==> config.mk <==
export PLATFORM = sky130hd
export DESIGN_NAME = win_watchdog
export DESIGN_NICKNAME = d
export VERILOG_FILES = /design/src/rtl/wwdg_pkg.sv /design/src/rtl/wwdg_datapath.sv /design/src/rtl/wwdg_control.sv /design/src/rtl/win_watchdog.sv
export SDC_FILE = /design/constraint.sdc
export NUM_CORES = 1
export LEC_CHECK = 0
export BUFFER_PORTS_ARGS = -buffer_cell sky130_fd_sc_hd__buf_2
export CAP_MARGIN = 10
export CELL_PAD_IN_SITES_DETAIL_PLACEMENT = 1
export CELL_PAD_IN_SITES_GLOBAL_PLACEMENT = 1
export CORE_MARGIN = 1
export CORE_UTILIZATION = 30
export DETAILED_ROUTE_END_ITERATION = 10
export GPL_TIMING_DRIVEN = 0
export PLACE_DENSITY = 0.7
export SLEW_MARGIN = 10
export SYNTH_ARGS = -nofsm -noshare
export SYNTH_HDL_FRONTEND = slang
export SYNTH_SLANG_ARGS = --single-unit
==> constraint.sdc <==
create_clock -name clk -period 1.9 [get_ports clk]
set_clock_uncertainty 0.1 [all_clocks]
set_input_delay 0.38 -clock clk [delete_from_list [all_inputs] [get_ports clk]]
set_output_delay 0.38 -clock clk [all_outputs]
set_load 0.01 [all_outputs]
==> src/rtl/wwdg_pkg.sv <==
package wwdg_pkg;
  typedef struct packed {
    logic loadCnt;
    logic loadCfg;
    logic restartPre;
  } wdStrobe_t;
endpackage

==> src/rtl/wwdg_datapath.sv <==
module wwdg_datapath
  import wwdg_pkg::*;
#(
  parameter int PRE_LOG2 = 12,
  parameter int TB_W     = 2,
  parameter int CNT_W    = 7
) (
  input  logic                    clk,
  input  logic                    rstN,
  input  wdStrobe_t               strb,
  input  logic [CNT_W-1:0]        loadVal,
  input  logic [CNT_W+TB_W:0]     cfgIn,
  output logic [CNT_W-1:0]        cnt,
  output logic [CNT_W-1:0]        window,
  output logic [TB_W-1:0]         tb,
  output logic                    irqEn,
  output logic                    tick
);
  localparam int PRE_W = PRE_LOG2 + (1 << TB_W) - 1;
  localparam logic [PRE_W-1:0] PRE_ONE = 1;
  localparam logic [CNT_W-1:0] CNT_ONE = 1;

  logic [PRE_W-1:0] preQ;
  logic [PRE_W-1:0] preLimit;

  // terminal count of the divider depends on the selected timebase
  always_comb begin
    preLimit = (PRE_ONE << (PRE_LOG2 + int'(tb))) - PRE_ONE;
    tick     = (preQ >= preLimit);
  end

  always_ff @(posedge clk or negedge rstN) begin
    if (!rstN)                         preQ <= '0;
    else if (strb.restartPre || tick)  preQ <= '0;
    else                               preQ <= preQ + PRE_ONE;
  end

  always_ff @(posedge clk or negedge rstN) begin
    if (!rstN)             cnt <= '1;
    else if (strb.loadCnt) cnt <= loadVal;
    else if (tick)         cnt <= cnt - CNT_ONE;
  end

  always_ff @(posedge clk or negedge rstN) begin
    if (!rstN) begin
      window <= '1;
      tb     <= '0;
      irqEn  <= 1'b0;
    end else if (strb.loadCfg) begin
      {irqEn, tb, window} <= cfgIn;
    end
  end
endmodule

==> src/rtl/wwdg_control.sv <==
module wwdg_control
  import wwdg_pkg::*;
#(
  parameter int CNT_W = 7
) (
  input  logic             clk,
  input  logic             rstN,
  input  logic             ctrlWe,
  input  logic [CNT_W:0]   ctrlWdata,
  input  logic             cfgWe,
  input  logic             flagWe,
  input  logic             flagWdata,
  input  logic [CNT_W-1:0] cnt,
  input  logic [CNT_W-1:0] window,
  input  logic             irqEn,
  input  logic             tick,
  output wdStrobe_t        strb,
  output logic             activeQ,
  output logic             flagQ,
  output logic             rstReq,
  output logic             irq
);
  localparam logic [CNT_W-1:0] THRESH = {1'b1, {(CNT_W-1){1'b0}}};
  localparam logic [CNT_W-1:0] NEAR   = {1'b1, {(CNT_W-2){1'b0}}, 1'b1};

  logic armWrite, earlyReload, badLoad, underflow, warnSet;

  always_comb begin
    strb.loadCnt    = ctrlWe;
    strb.restartPre = ctrlWe;
    strb.loadCfg    = cfgWe;
    armWrite    = ctrlWe && ctrlWdata[CNT_W];
    earlyReload = activeQ && ctrlWe && (cnt > window);
    badLoad     = (activeQ || armWrite) && ctrlWe && !ctrlWdata[CNT_W-1];
    underflow   = activeQ && tick && !ctrlWe && (cnt == THRESH);
    warnSet     = tick && !ctrlWe && (cnt == NEAR);
    irq         = flagQ && irqEn;
  end

  always_ff @(posedge clk or negedge rstN) begin
    if (!rstN) begin
      activeQ <= 1'b0;
      flagQ   <= 1'b0;
      rstReq  <= 1'b0;
    end else begin
      if (armWrite) activeQ <= 1'b1;
      if (warnSet)                      flagQ <= 1'b1;
      else if (flagWe && !flagWdata)    flagQ <= 1'b0;
      rstReq <= earlyReload || badLoad || underflow;
    end
  end
endmodule

==> src/rtl/win_watchdog.sv <==
module win_watchdog
  import wwdg_pkg::*;
#(
  parameter int PRE_LOG2 = 12,
  parameter int TB_W     = 2,
  parameter int CNT_W    = 7
) (
  input  logic                clk,
  input  logic                rstN,
  input  logic                ctrlWe,
  input  logic [CNT_W:0]      ctrlWdata,
  input  logic                cfgWe,
  input  logic [CNT_W+TB_W:0] cfgWdata,
  input  logic                flagWe,
  input  logic                flagWdata,
  output logic [CNT_W:0]      ctrlRdata,
  output logic [CNT_W+TB_W:0] cfgRdata,
  output logic                flagRdata,
  output logic                rstReq,
  output logic                irq
);
  wdStrobe_t        strb;
  logic [CNT_W-1:0] cntVal, windowVal;
  logic [TB_W-1:0]  tbVal;
  logic             irqEn, tick, activeQ, flagQ;

  wwdg_datapath #(.PRE_LOG2(PRE_LOG2), .TB_W(TB_W), .CNT_W(CNT_W)) u_dp (
    .clk(clk), .rstN(rstN), .strb(strb),
    .loadVal(ctrlWdata[CNT_W-1:0]), .cfgIn(cfgWdata),
    .cnt(cntVal), .window(windowVal), .tb(tbVal), .irqEn(irqEn), .tick(tick)
  );

  wwdg_control #(.CNT_W(CNT_W)) u_ctl (
    .clk(clk), .rstN(rstN), .ctrlWe(ctrlWe), .ctrlWdata(ctrlWdata),
    .cfgWe(cfgWe), .flagWe(flagWe), .flagWdata(flagWdata),
    .cnt(cntVal), .window(windowVal), .irqEn(irqEn), .tick(tick),
    .strb(strb), .activeQ(activeQ), .flagQ(flagQ), .rstReq(rstReq), .irq(irq)
  );

  assign ctrlRdata = {activeQ, cntVal};
  assign cfgRdata  = {irqEn, tbVal, windowVal};
  assign flagRdata = flagQ;
endmodule

== Word level (Yosys, flattened, before mapping) ==
Index checks and enable logic that the tools add are counted.
Widths: inputs -> output; s select.

* Multiplexer cells: 5
* Magnitude comparators: 2
* Shift-type cells: 1
* Add/sub/neg operators: 4
* Equal/unequal tests: 2
* Reductions and logical operators: 21

{| class="wikitable"
|+ Operators with widths
! kind !! number
|-
| $shl 1x32->15 const A || 1
|-
| $add 15x1->15 const B || 1
|-
| $ge 15x15->1 || 1
|-
| $mux 15 || 1
|-
| $sub 15x1->15 const B || 1
|-
| $eq 7x7->1 const B || 2
|-
| $mux 7 || 2
|-
| $logic_and 1x1->1 || 12
|-
| $gt 7x7->1 || 1
|-
| $sub 7x1->7 const B || 1
|-
| $add 4x2->5 const A || 1
|-
| $logic_or 1x1->1 || 4
|-
| $reduce_bool 2->1 || 2
|-
| $logic_not 1->1 || 3
|-
| $mux 1 || 2
|}

* Word-level logic and storage cells: 43
* Flip-flop bits (word level): 35

== Depth between registers and ports, before layout ==
* Word-level depth: 8
* Mapped depth: 9
* Gate-level depth less buffers: 7

== Hierarchy ==
A second synthesis with hierarchy kept.

* Cell total of the unflattened synthesis: 191
* Area, all modules: 1953.1 um^2

{| class="wikitable"
|+ Modules (own cells, without submodules)
! module !! area each (um^2) !! cells each !! times used !! seq. area each (um^2)
|-
| wwdg_datapath || 1574.0 || 149 || 1 || 818.3
|-
| wwdg_control || 364.1 || 40 || 1 || 75.1
|-
| win_watchdog || 15.0 || 2 || 1 || 0.0
|}

== Worst setup path before layout ==
Ideal clock, no wire load.

* Kind: register to register
* Start point: register u_dp.tb[1]
* End point: register u_dp.preQ[9]
* Cell stages (with the launch flop): 10
* Arrival time: 1.860 ns
* Path slack: -0.132 ns
* Library setup time: 0.072 ns
* Clock period less this slack: 2.032 ns
* Cells stage by stage: dfrtp_1 -> inv_1 -> ha_1 -> a21oi_1 -> nor2b_1 -> a311o_2 -> or2_1 -> buf_6 -> buf_6 -> nor2_1

* Word-level cells in the longest chain between the ends: 6

{| class="wikitable"
|+ Ends and longest elaborated chain
! element !! RTL line !! source
|-
| start, declared || wwdg_datapath.sv:15 || <nowiki>output logic [TB_W-1:0] tb,</nowiki>
|-
| start signal, assigned || wwdg_datapath.sv:50 || <nowiki>{irqEn, tb, window} <= cfgIn;</nowiki>
|-
| $add 4x2->5 || wwdg_datapath.sv:28 || <nowiki>preLimit = (PRE_ONE << (PRE_LOG2 + int'(tb))) - PRE_ONE;</nowiki>
|-
| $shl 1x32->15 || wwdg_datapath.sv:28 ||
|-
| $sub 15x1->15 || wwdg_datapath.sv:28 ||
|-
| $ge 15x15->1 || wwdg_datapath.sv:29 || <nowiki>tick = (preQ >= preLimit);</nowiki>
|-
| $logic_or 1x1->1 || wwdg_datapath.sv:34 || <nowiki>else if (strb.restartPre || tick) preQ <= '0;</nowiki>
|-
| $mux 15 || wwdg_datapath.sv:34 ||
|-
| end signal, assigned || wwdg_datapath.sv:35 || <nowiki>else preQ <= preQ + PRE_ONE;</nowiki>
|-
| end, declared || wwdg_datapath.sv:23 || <nowiki>logic [PRE_W-1:0] preQ;</nowiki>
|}

Every way passes these cells.
A chain may end at the register's enable or synchronous reset.

== Worst setup path in the final report ==
* Start point: register u_dp.tb[1]
* End point: register u_dp.preQ[1]

The elaborated chain is that of the path after synthesis.

==> impl_metrics.yaml <==
detailed_routing:
  ant_nets: 0
  dr.first_iter.drc_count: 40
  drc: 0
  drt-met1-wl_mm: 2.480
  wl_mm: 5.203
  vias: 1645
  avgRoutedWirePerCell_microns: 15.35
  top_layer: "met4"
  dr.pass1.iters: 4
  met2_length_mm: 2.480
  dr_wl_met3_microns: 157
  avgViaCountPerCell: 4.853
pwr:
  fin_total_pwr_w: 0.001914
  cellPowerDensity_mw_per_mm2: 749.7
  peakVddDrop_uv: 309.5
  leakage_nw: 1.183
place:
  dp_slack_ps: -194.1
  dpl_cell_area_sq_mm: 0.002215
  gp_congestion: 0.7821
  hpwl_mm: 3.467
  portBuffers: 42
sta:
  finalCritPeriodShare: 1.096
  setup_slack_ps: -182.3
  fmax_ghz: 0.4802
  setup_viol: 24
  hold_violations: 0
  finalWorstPathRequiredPeriod_ps: 2082
  slew_viol_final: 0
  tightest_slew_ps: 789.6
  fin_hold_ws_ps: 63.30
  maxSlewHeadroom: 0.4736
  rsz0062_at_grt: "yes"
cells_and_area:
  drive_gt1_frac: 0.4167
  fin_nets: 300
  postLayoutCellArea_sq_mm: 0.002552
  antennaDiodeCount: 0
  area_delta_synth_final_pct: 33.60
floorplan:
  die_w_microns: 81.81
  ios: 45
  die-area_sq_mm: 0.006692
  core_sq_mm: 0.006026
  num_rows: 28
  initial_utilization: 0.3171
  die_h_microns: 81.81
logic_synthesis:
  synth_edf_count: 0
  syn-cell-area_sq_mm: 0.001911
  ys_seq_elements: 35
  synth_warnings: 0
  yosysUniqueCellTypes: 37
  ys_seq_area_frac: 0.4676
  syn-num-nets: 236
  synth.area.top_cells: "dfrtp_1 (28%), dfstp_2 (19%), ha_1 (8.5%), nor2_1 (4.1%), nand2_1 (3.7%)"
  synth_common_cells: "dfrtp_1 (21), nor2_1 (21), nand2_1 (19)"
  syn_inst: 199
  synth_area_leader_cell: "dfrtp_1"
  synth_area_per_cell_sq_um: 9.601
  synth_top_area_frac: 0.2750
  ys.flop_type: "dfrtp_1"
  postSynth.asyncResetShare: 1.000
clock_tree:
  clk_path_buf_depth: 2
  h-tree-depth: 2
  tritoncts: "done"
  clk_latency_ps: 300
  numCtsBuffers: 5
  hold_buffers: 0
  root_buffer: "clkbuf_8"
  clk_pin_slew_ps: 70
  clock_sinks: 35
critical_path:
  crit_arrival_ps: 2210
  required_ps: 2030
  worstSetupPathType: "reg2reg"
  worstSetupStartpointType: "register"
  endpoint_kind: "register"
  crit_path_max_fanout: 10
global_route:
  antenna_found_initial: 0
  gr-total-overflow: 0
  grtUsageTotal: 0.1673
  grt_pass1_vias: 1674
  grt_max_degree: 36
  grt_pass1_wl_mm: 8.176
run_status:
  status: "finished, violations left"
  violations: "negative setup slack"
min_path:
  hp-class: "in2async"
job:
  cap_violations: 0
## final cells by class
cell class	instances	area, sq um
well taps	75	93.84
fillers	730	3473
clock inverters	2	35.03
flip-flops and latches	35	893.4
clock buffers	6	82.58
inverters	17	63.81
multi-input cells	138	984.7
plain buffers	9	68.82
repair buffers	57	330.3
## layout by cell type, fill, tap and decap left out, types with 2 or more instances in the layout
cell type,n
a21o_1,3
a21oi_1,4
and3_1,4
buf_2,42
buf_4,16
buf_6,3
clkbuf_1,4
clkbuf_8,6
dfrtp_1,21
dfstp_2,14
ha_1,10
ha_4,2
inv_1,15
inv_2,2
mux2_2,4
mux2i_1,3
nand2_1,19
nand2b_1,2
nand3_1,9
nand4_1,6
nor2_1,12
nor2_2,8
nor2_4,2
nor2b_1,2
nor3_1,3
nor4_1,3
o21ai_0,11
o21ai_1,2
xnor2_1,5
xor2_1,8
## per-stage QoR
| stage | utilization | instances | setup TNS, ps |
|---|---|---|---|
| final | 0.4236 | 339 | -2671 |
| after floorplan | - | 199 | -565.9 |
| after detailed placement | 0.3675 | 316 | -2934 |
| after global routing | 0.4236 | 339 | -4496 |
| after global placement | 0.3675 | 316 | -2602 |
| after CTS | 0.4107 | 338 | -2681 |
## report_power, final
| part | internal (W) | switching (W) | leakage, nW | total [W] |
|---|---|---|---|---|
| clock network | 0.000425 | 0.000288 | 0.0612 | 0.000712 |
| logic | 0.000165 | 0.000178 | 0.697 | 0.000343 |
| registers | 0.000809 | 0.0000485 | 0.425 | 0.000858 |
## what timing repair did
action                     4_1_cts  5_1_grt
gates resized for setup         12       17
setup endpoints to repair       24       25
pin swaps                       10        6
buffers inserted                14        4
cloned                           0        0
## metal layers
layer / vias to the layer above / GRT usage
met5: - / 0
met4: 0 / 0.06316
met3: 9 / 0.04222
met2: 33 / 0.2628
met1: 803 / 0.2196
li1: 800 / -
## final timing paths
kind	from	endpoint	slack (ps)	cells after the start
min in group clk	cfgWdata[3]	u_dp.window[3]$_DFFE_PN1P_	200	3
hold reg to reg	u_dp.window[5]$_DFFE_PN1P_	u_dp.window[5]$_DFFE_PN1P_	440	2
setup / recovery	u_dp.tb[1]$_DFFE_PN0P_	u_dp.preQ[1]$_DFF_PN0_	-180	9
max in group asynchronous	rstN	u_dp.preQ[3]$_DFF_PN0_	1130	1
setup reg to reg	u_dp.tb[1]$_DFFE_PN0P_	u_dp.preQ[1]$_DFF_PN0_	-180	9
hold / removal	rstN	u_dp.tb[1]$_DFFE_PN0P_	60	1
## cells by family after synthesis
logic type / share of synthesized area
simple gates: 0.1821
mux: 0.03929
fa+ha+maj: 0.08514
flops: 0.4676
compound gates: 0.1015
buf+inv: 0.06483
xor+xnor: 0.05959
## critical path: stages (launching register included)
cell and delay (ps):
dfrtp_1 430, inv_2 100, ha_4 200, a21oi_2 120, nor2b_1 50, a311o_2 400
or2_1 250, buf_6 140, buf_12 150, nor2_1 80
## registers in the layout (all words and copies together) (netlist names)
register	cells
u_dp.preQ	15
u_dp.cnt	7
u_dp.window	7
u_dp.tb	2
u_ctl.activeQ	1
u_ctl.flagQ	1
u_ctl.rstReq	1
u_dp.irqEn	1
Note: power is estimated with default switching activity, not from simulation.
